## src/rtl/perfmon_pkg.sv

```systemverilog
package perfmon_pkg;
    localparam int ADDR_W    = 4;
    localparam int DATA_W    = 32;
    localparam int CNT_W     = 32;
    localparam int CODE_W    = 8;
    localparam int NUM_EVCNT = 4;
    localparam int NUM_CNT   = NUM_EVCNT + 1;

    localparam logic [ADDR_W-1:0] ADR_CTRL     = 4'd0;
    localparam logic [ADDR_W-1:0] ADR_IEN      = 4'd1;
    localparam logic [ADDR_W-1:0] ADR_OVF      = 4'd2;
    localparam logic [ADDR_W-1:0] ADR_EVSEL    = 4'd3;
    localparam logic [ADDR_W-1:0] ADR_CNT_BASE = 4'd4;

    localparam logic [CODE_W-1:0] CODE_IDLE = 8'hFF;

    localparam int CTL_EN    = 0;
    localparam int CTL_EVRST = 1;
    localparam int CTL_CCRST = 2;
    localparam int CTL_DIV   = 3;

    typedef struct packed {
        logic                        en;
        logic                        div;
        logic [NUM_CNT-1:0]          ien;
        logic [NUM_CNT-1:0]          ovf;
        logic [NUM_EVCNT*CODE_W-1:0] evsel;
    } regs_t;
endpackage

```

## src/rtl/pmu_prescale.sv

```systemverilog
module pmu_prescale #(
    parameter int LOG2 = 6
) (
    input  logic clk,
    input  logic rst_n,
    input  logic run,
    input  logic clr,
    output logic tick
);
    logic [LOG2-1:0] pre_d, pre_q;

    always_comb begin
        pre_d = pre_q;
        if (clr)
            pre_d = '0;
        else if (run)
            pre_d = pre_q + LOG2'(1);
        tick = run && (&pre_q);
    end

    always_ff @(posedge clk or negedge rst_n) begin
        if (!rst_n)
            pre_q <= '0;
        else
            pre_q <= pre_d;
    end
endmodule

```

## src/rtl/pmu_strobe_sel.sv

```systemverilog
module pmu_strobe_sel
    import perfmon_pkg::*;
#(
    parameter int NUM_STROBES = 16
) (
    input  logic [CODE_W-1:0]      code,
    input  logic [NUM_STROBES-1:0] strobes,
    output logic                   hit
);
    always_comb begin
        hit = 1'b0;
        for (int j = 0; j < NUM_STROBES; j++) begin
            if (code == CODE_W'(j) && strobes[j])
                hit = 1'b1;
        end
    end
endmodule

```

## src/rtl/pmu_count.sv

```systemverilog
module pmu_count #(
    parameter int W = 32
) (
    input  logic         clk,
    input  logic         rst_n,
    input  logic         inc,
    input  logic         clr,
    input  logic         load,
    input  logic [W-1:0] load_val,
    output logic [W-1:0] value,
    output logic         wrap
);
    logic [W-1:0] cnt_d, cnt_q;

    always_comb begin
        cnt_d = cnt_q;
        if (clr)
            cnt_d = '0;
        else if (load)
            cnt_d = load_val;
        else if (inc)
            cnt_d = cnt_q + W'(1);
        wrap  = inc && !clr && !load && (&cnt_q);
        value = cnt_q;
    end

    always_ff @(posedge clk or negedge rst_n) begin
        if (!rst_n)
            cnt_q <= '0;
        else
            cnt_q <= cnt_d;
    end
endmodule

```

## src/rtl/perfmon_split.sv

```systemverilog
module perfmon_split
    import perfmon_pkg::*;
#(
    parameter int          NUM_STROBES = 16,
    parameter logic [7:0]  ID_CODE     = 8'h5A,
    parameter int          PRE_LOG2    = 6
) (
    input  logic                   clk,
    input  logic                   rst_n,
    input  logic                   reg_we,
    input  logic [ADDR_W-1:0]      reg_addr,
    input  logic [DATA_W-1:0]      reg_wdata,
    output logic [DATA_W-1:0]      reg_rdata,
    input  logic [NUM_STROBES-1:0] ev_strobe,
    output logic                   irq
);
    localparam int ID_LSB  = DATA_W - 8;
    localparam int GAP_W   = ID_LSB - (CTL_DIV + 1);

    regs_t st_d, st_q;

    logic wr_ctrl, wr_ien, wr_ovf, wr_evsel;
    logic cc_clr, ev_clr, pre_tick;
    logic [NUM_CNT-1:0]   cnt_inc, cnt_clr, cnt_load, cnt_wrap;
    logic [NUM_EVCNT-1:0] ev_hit;
    logic [CNT_W-1:0]     cnt_val [NUM_CNT];
    logic                 ctl_en, ctl_div;
    logic [CNT_W-1:0]     ccnt_now;

    assign wr_ctrl  = reg_we && (reg_addr == ADR_CTRL);
    assign wr_ien   = reg_we && (reg_addr == ADR_IEN);
    assign wr_ovf   = reg_we && (reg_addr == ADR_OVF);
    assign wr_evsel = reg_we && (reg_addr == ADR_EVSEL);
    assign cc_clr   = wr_ctrl && reg_wdata[CTL_CCRST];
    assign ev_clr   = wr_ctrl && reg_wdata[CTL_EVRST];

    assign ctl_en   = st_q.en;
    assign ctl_div  = st_q.div;
    assign ccnt_now = cnt_val[0];

    pmu_prescale #(.LOG2(PRE_LOG2)) u_pre (
        .clk   (clk),
        .rst_n (rst_n),
        .run   (st_q.en),
        .clr   (cc_clr),
        .tick  (pre_tick)
    );

    assign cnt_inc[0] = st_q.en && (!st_q.div || pre_tick);
    assign cnt_clr[0] = cc_clr;

    genvar e;
    generate
        for (e = 0; e < NUM_EVCNT; e++) begin : g_sel
            pmu_strobe_sel #(.NUM_STROBES(NUM_STROBES)) u_sel (
                .code    (st_q.evsel[e*CODE_W +: CODE_W]),
                .strobes (ev_strobe),
                .hit     (ev_hit[e])
            );
            assign cnt_inc[e+1] = st_q.en && ev_hit[e];
            assign cnt_clr[e+1] = ev_clr;
        end
    endgenerate

    genvar k;
    generate
        for (k = 0; k < NUM_CNT; k++) begin : g_cnt
            localparam logic [ADDR_W-1:0] K_ADR = ADR_CNT_BASE + ADDR_W'(k);
            assign cnt_load[k] = reg_we && (reg_addr == K_ADR);
            pmu_count #(.W(CNT_W)) u_cnt (
                .clk      (clk),
                .rst_n    (rst_n),
                .inc      (cnt_inc[k]),
                .clr      (cnt_clr[k]),
                .load     (cnt_load[k]),
                .load_val (reg_wdata),
                .value    (cnt_val[k]),
                .wrap     (cnt_wrap[k])
            );
        end
    endgenerate

    always_comb begin
        st_d = st_q;
        if (wr_ctrl) begin
            st_d.en  = reg_wdata[CTL_EN];
            st_d.div = reg_wdata[CTL_DIV];
        end
        if (wr_ien)
            st_d.ien = reg_wdata[NUM_CNT-1:0];
        if (wr_evsel)
            st_d.evsel = reg_wdata;
        st_d.ovf = (st_q.ovf & ~(wr_ovf ? reg_wdata[NUM_CNT-1:0] : '0)) | cnt_wrap;
    end

    always_ff @(posedge clk or negedge rst_n) begin
        if (!rst_n) begin
            st_q.en    <= 1'b0;
            st_q.div   <= 1'b0;
            st_q.ien   <= '0;
            st_q.ovf   <= '0;
            st_q.evsel <= {NUM_EVCNT{CODE_IDLE}};
        end else begin
            st_q <= st_d;
        end
    end

    always_comb begin
        case (reg_addr)
            ADR_CTRL:  reg_rdata = {ID_CODE, {GAP_W{1'b0}}, st_q.div, 2'b00, st_q.en};
            ADR_IEN:   reg_rdata = {{(DATA_W-NUM_CNT){1'b0}}, st_q.ien};
            ADR_OVF:   reg_rdata = {{(DATA_W-NUM_CNT){1'b0}}, st_q.ovf};
            ADR_EVSEL: reg_rdata = st_q.evsel;
            default:   reg_rdata = '0;
        endcase
        for (int i = 0; i < NUM_CNT; i++) begin
            if (reg_addr == ADR_CNT_BASE + ADDR_W'(i))
                reg_rdata = cnt_val[i];
        end
    end

    assign irq = |(st_q.ovf & st_q.ien);
endmodule

```

## config.mk

```make
export PLATFORM = sky130hd
export DESIGN_NAME = perfmon_split
export DESIGN_NICKNAME = d
export VERILOG_FILES = /design/src/rtl/perfmon_pkg.sv /design/src/rtl/pmu_prescale.sv /design/src/rtl/pmu_strobe_sel.sv /design/src/rtl/pmu_count.sv /design/src/rtl/perfmon_split.sv
export SDC_FILE = /design/constraint.sdc
export NUM_CORES = 1
export LEC_CHECK = 0
export ABC_AREA = 0
export BUFFER_PORTS_ARGS = -buffer_cell sky130_fd_sc_hd__buf_2
export CAP_MARGIN = 5
export CORE_MARGIN = 4
export CORE_UTILIZATION = 35
export CTS_CLUSTER_DIAMETER = 50
export DETAILED_ROUTE_END_ITERATION = 8
export PLACE_DENSITY = 0.52
export SLEW_MARGIN = 10
export SYNTH_ARGS = -nofsm -noshare
export SYNTH_HDL_FRONTEND = slang
export SYNTH_SLANG_ARGS = --single-unit
```

## constraint.sdc

```tcl
create_clock -name clk -period 2.52 [get_ports clk]
set_input_delay 0.504 -clock clk [delete_from_list [all_inputs] [get_ports clk]]
set_output_delay 0.504 -clock clk [all_outputs]
set_load 0.02 [all_outputs]
```

# Word-level counts from Yosys, hierarchy flattened
# Index checks and enable logic that the tools add are counted.
# classes
addsub	6
eq_ne	68
muxes	88
bitwise_logic	4
n_reduce_logical	123
# op_table
op	count
two-way mux 32 bit	20
== test 8 x 4 -> 1 bit, second input constant	32
adder 32 x 1 -> 32 bit, second input constant	5
AND reduction 32 bit	5
== test 8 x 3 -> 1 bit, second input constant	16
one-hot mux 32 bit (4 select lines)	1
logical AND 1 bit	96
== test 8 x 2 -> 1 bit, second input constant	8
two-way mux 1 bit	64
== test 8 x 1 -> 1 bit, second input constant	4
logical NOT 8 bit	4
== test 4 x 3 -> 1 bit, second input constant	4
nonzero test 3 bit	5
two-way mux 6 bit	2
AND 5 bit	2
== test 4 x 2 -> 1 bit, second input constant	2
logical NOT 1 bit	8
adder 6 x 1 -> 6 bit, second input constant	1
AND reduction 6 bit	1
two-way mux 5 bit	1
NOT 5 bit	1
OR 5 bit	1
OR reduction 5 bit	1
== test 4 x 1 -> 1 bit, second input constant	1
other kinds (4)	4
# totals
regBits	210
input_bits	55
out_inout_bits	33
word_cells	300

# Logic depth before layout (Yosys ltp)
# depth
word_depth	23
depth_mapped	9
depth_no_buf	8

# Cells and area by module
# Synthesis repeated with hierarchy kept, for this count alone.
# hier_totals
cells_unflattened	1792
hier_area_um2	15573.7
# modules_own_cells
mod	instances	cells_each	area_each_um2	seq_area_each_um2
pmu_count	5	251	2150.8	800.8
perfmon_split	1	405	3728.6	1141.1
pmu_strobe_sel	4	26	200.2	0.0
pmu_prescale	1	28	290.3	150.1

# Worst setup path after synthesis
# OpenSTA, ideal clock, no wires.
# synth_timing
path_type	input to output
from	input reg_addr[0]
to	output reg_rdata[11]
t_arrival_ns	2.254
required_ns	2.016
setup_slack_ns	-0.238
cell_stages	6
path_buffers	3
cell_sequence	clkbuf_1 -> buf_1 -> nor3_1 -> clkbuf_1 -> a222oi_1 -> a21oi_1
# synth_between
elab_chain_len	7
elab_cells_between_ends	15
classes_between	8 x eq/ne; 6 x mux; 1 x reduce/logical
# synth_rtl
item	line	text
start: declaration	perfmon_split.sv:11	input logic [ADDR_W-1:0] reg_addr,
== test 4 x 2 -> 1 bit, or another cell as far along	perfmon_split.sv:109	case (reg_addr)
one-hot mux 32 bit (4 select lines)	perfmon_split.sv:109	
two-way mux 32 bit (4 in series)	perfmon_split.sv:117	if (reg_addr == ADR_CNT_BASE + ADDR_W'(i))
two-way mux 32 bit *	perfmon_split.sv:117	
end: declaration	perfmon_split.sv:13	output logic [DATA_W-1:0] reg_rdata,
# Mark *: on every way between the ends. The rest lies on a longest branch, timed or not.

# Worst setup path after layout
# layout_timing
from	register g_cnt[2].u_cnt.cnt_q[14]
to	output reg_rdata[14]
# layout_between
elab_chain_len	3
# layout_rtl
item	line	text
start: declaration	pmu_count.sv:13	logic [W-1:0] cnt_d, cnt_q;
start signal: assignment	pmu_count.sv:31	cnt_q <= cnt_d;
two-way mux 32 bit (3 in series)	perfmon_split.sv:117	
# No other way between the ends.

==> reports/summary.txt <==
Ratio of cells with drive above 1 in the final layout: 0.281
Hold Path Depth: 3
Met1 wire length: 24900 um
DRT iter0 DRCs: 1477
Die width: 204 um
Main combinational cell family by area after synthesis: simple AND/OR/NAND/NOR gates
Vias in the first global route: 12800
# IOs: 88
Post-synthesis mux area share: 0.0739
CTS tree: yes
Final HPWL DP: 41900 um
Syn_nets: 1620
Failing checks: negative setup slack
Cell variety after synth: 61
Mapped Cells: 1559
Synth Area in Simple Gates: 0.206
Period utilization: 1.05
Slew margin rel.: 0.441
Cell Count Post-Placement: 2202
Peak supply drop: 626 uV
Worst r2r path cells: 11
Worst-Skew Late Latency: 0.53 ns
DRC Markers: 0
Async set or reset register ratio after synthesis: 1.00
Port bufs: 87
Main synth FF type: dfrtp_1
1st-pass router iterations: 6
Final antenna-violating net count: 0
CTS Buffer Depth: 3
Routability cong.: 1.01
CP endpoint kind: output port
Final hold vios: 0
TritonCTS Buffers: 36
Final nets: 1825
Worst-Margin Slew: 0.833 ns
Die area: 41600 um2
Clock Sinks: 210
Clock Skew: 0.0203 ns
Status: finished with violations
Root buf cell: clkbuf_16
P per Cell Area: 848 nW/um2
Row cnt: 71
Period minus WS final: 2.64 ns
Met3 Wirelength: 3820 um
FF+latch count, synth: 210
Routed WL: 56400 um
Mean routed wirelength per cell: 24.5 um
CP Class: reg2out
Final setup vio count: 5
RSZ-0062 raised after global routing: true
Initial core utilization: 0.356
Post-Layout Cell Count: 2300
Mapped cell area: 13400 um2
Top cell by count, worst path: buf_4
Hold_ws: 0.335 ns
Max layer used: met4
Vias after detailed routing: 13400
Initial antenna violation count: 0
Fmax: 379 MHz
Area of the core: 37800 um2
Remaining Overflow, GRT: 0
Global Route Usage Sum: 0.264
# diodes: 0
Slowest library cell on the worst path: a222oi_1
Synth Area in Adders: 0.00559
Largest net degree at the start of global routing: 75
P&R area growth vs syn: 30.0%
H-tree depth: 2
First-pass GRT wire length: 83400 um
Max Transition Viols Final: 0
CP max FO: 4
Syn. warnings: 0
Max Cap Viol: 0
CP max stage delay: 0.49 ns
Routed vias/inst: 5.85
Die Span Y: 204 um
Met2 WL: 25600 um
EDFF count, synth: 0
Complex-gate fraction of the synthesized area: 0.190
Sequential fraction of the synthesis area: 0.394
Critical Path RT: 2.02 ns
XOR/XNOR Fraction of Synth Area: 0.0933
Leakage power: 7.03 nW
Type of the worst min-delay path: in2reg
Final WS setup: -0.121 ns
Worst-path cell chain: mux2i_1 -> o21ai_2 -> a222oi_1 -> buf_4 -> a21oi_2 -> buf_4
Syn_area_per_cell: 8.61 um2
Setup crit start kind: flop
Clock transition at the registers of the reported paths: 0.06 ns
Worst Path Arrival: 2.14 ns
## layout by cell type (no fill, tap or decap), types with 8 or more instances in the layout
cell / n
o21ai_1: 18
nand2_1: 138
xor2_1: 94
o31ai_1: 9
nor4_1: 14
a211oi_1: 15
mux2_2: 41
buf_12: 17
buf_4: 179
dfrtp_1: 167
inv_6: 9
a21oi_2: 14
nor3_1: 28
inv_1: 11
mux2i_1: 40
buf_2: 68
a222oi_1: 27
dfstp_2: 32
nor2_1: 96
clkbuf_16: 38
dfrtp_2: 11
nand4_1: 59
a221oi_1: 8
nand3_1: 86
xnor2_1: 49
and3_1: 38
a21oi_1: 141
and2_1: 10
o21ai_2: 13
buf_6: 12
and4_1: 12
o21ai_0: 151
## report_power, final
group          total [W]  switching [W]  internal (W)
logic            0.00382        0.00195       0.00187
registers        0.00573        0.00136       0.00437
clock network    0.00525        0.00191       0.00334
## per-stage QoR
stage / setup TNS [ns] / setup WS [ns] / cell area [um2] / total power, W / utilization
2_1_floorplan: -0.396 / -0.0493 / 13500 / 0.00740 / -
3_3_place_gp: -3.37 / -0.220 / 15500 / 0.00904 / 0.411
3_5_place_dp: -4.74 / -0.225 / 15500 / 0.00910 / 0.411
4_1_cts: -0.396 / -0.101 / 17000 / 0.0145 / 0.451
5_1_grt: -1.12 / -0.174 / 17500 / 0.0155 / 0.462
6_report: -0.357 / -0.121 / 17500 / 0.0148 / 0.462
## path summary, 6_finish.rpt
kind | from | slack [ns] | end
min | reg_wdata[29] | 0.34 | g_cnt[3].u_cnt.value[29]
max reg2reg | st_q[8] | 0.05 | g_cnt[2].u_cnt.value[25]
min in group asynchronous | rst_n | 0.37 | g_cnt[1].u_cnt.value[5]
max | g_cnt[2].u_cnt.value[14] | -0.12 | reg_rdata[14]
max in group asynchronous | rst_n | 1.48 | st_q[11]
min reg2reg | u_pre.pre_q[5] | 0.56 | u_pre.pre_q[5]
## cells in the mapped netlist, drive strengths merged (10+ instances only)
cell type  number  area [um2]
o21ai         182         911
dfrtp         178        4450
a21oi         156         788
nand2         141         529
nor2           97         364
xor2           94         823
clkbuf         88         330
nand3          87         435
nand4          59         369
xnor2          49         429
mux2i          44         440
mux2           41         462
and3           39         244
nor3           33         175
dfstp          32         841
a222oi         27         270
buf            26         120
nor4           21         146
a211oi         16         120
inv            13        48.8
and4           12         105
a221oi         11        96.3
o31ai          11        82.6
and2           10        62.6
## critical path: cells and delay by family (launching register included)
| family | cells | cell delay [ns] |
|---|---|---|
| mux | 1 | 0.16 |
| flops | 1 | 0.43 |
| buf+inv | 2 | 0.35 |
| compound gates | 3 | 0.66 |
## cell families (layout without fill, tap and decap cells)
logic type	count (synthesis)	after routing
adder cells (fa/ha/maj)	6	6
multiplexers	89	89
AO/OA/AOI/OAI	439	439
XOR/XNOR	143	143
flip-flops	210	210
AND/OR/NAND/NOR	545	545
buffers and inverters	127	357
## cell type report
class | count | area [um2]
timing repair buffer | 281 | 2260
inverter | 13 | 52.6
multi-input combinational | 1222 | 7930
sequential | 210 | 5310
clock inverter | 20 | 282
clock buffer | 43 | 978
fill | 3720 | 20300
tap | 511 | 639
## what timing repair did
item / CTS / global route
pin swaps: 18 / 21
gates cloned: 2 / 2
buffers inserted: 12 / 20
hold buffers: 1 / 0
endpoints found under the hold margin: 5 / 0
setup endpoints to repair: 49 / 52
resized for setup: 52 / 65
## per-layer routing
| metal | vias up | global-route usage |
|---|---|---|
| met1 | 6644 | 0.380 |
| met2 | 547 | 0.417 |
| li1 | 6146 | - |
| met3 | 110 | 0.0328 |
| met4 | 0 | 0.0790 |
| met5 | - | 0 |
## sequential cells by signal, summed over array words and instances (netlist names)
register and flops:
ctl_div 1, ctl_en 1, g_cnt.u_cnt.value 160, u_pre.pre_q 6
st_q 42
No activity file was read; power rests on OpenSTA's default activity.
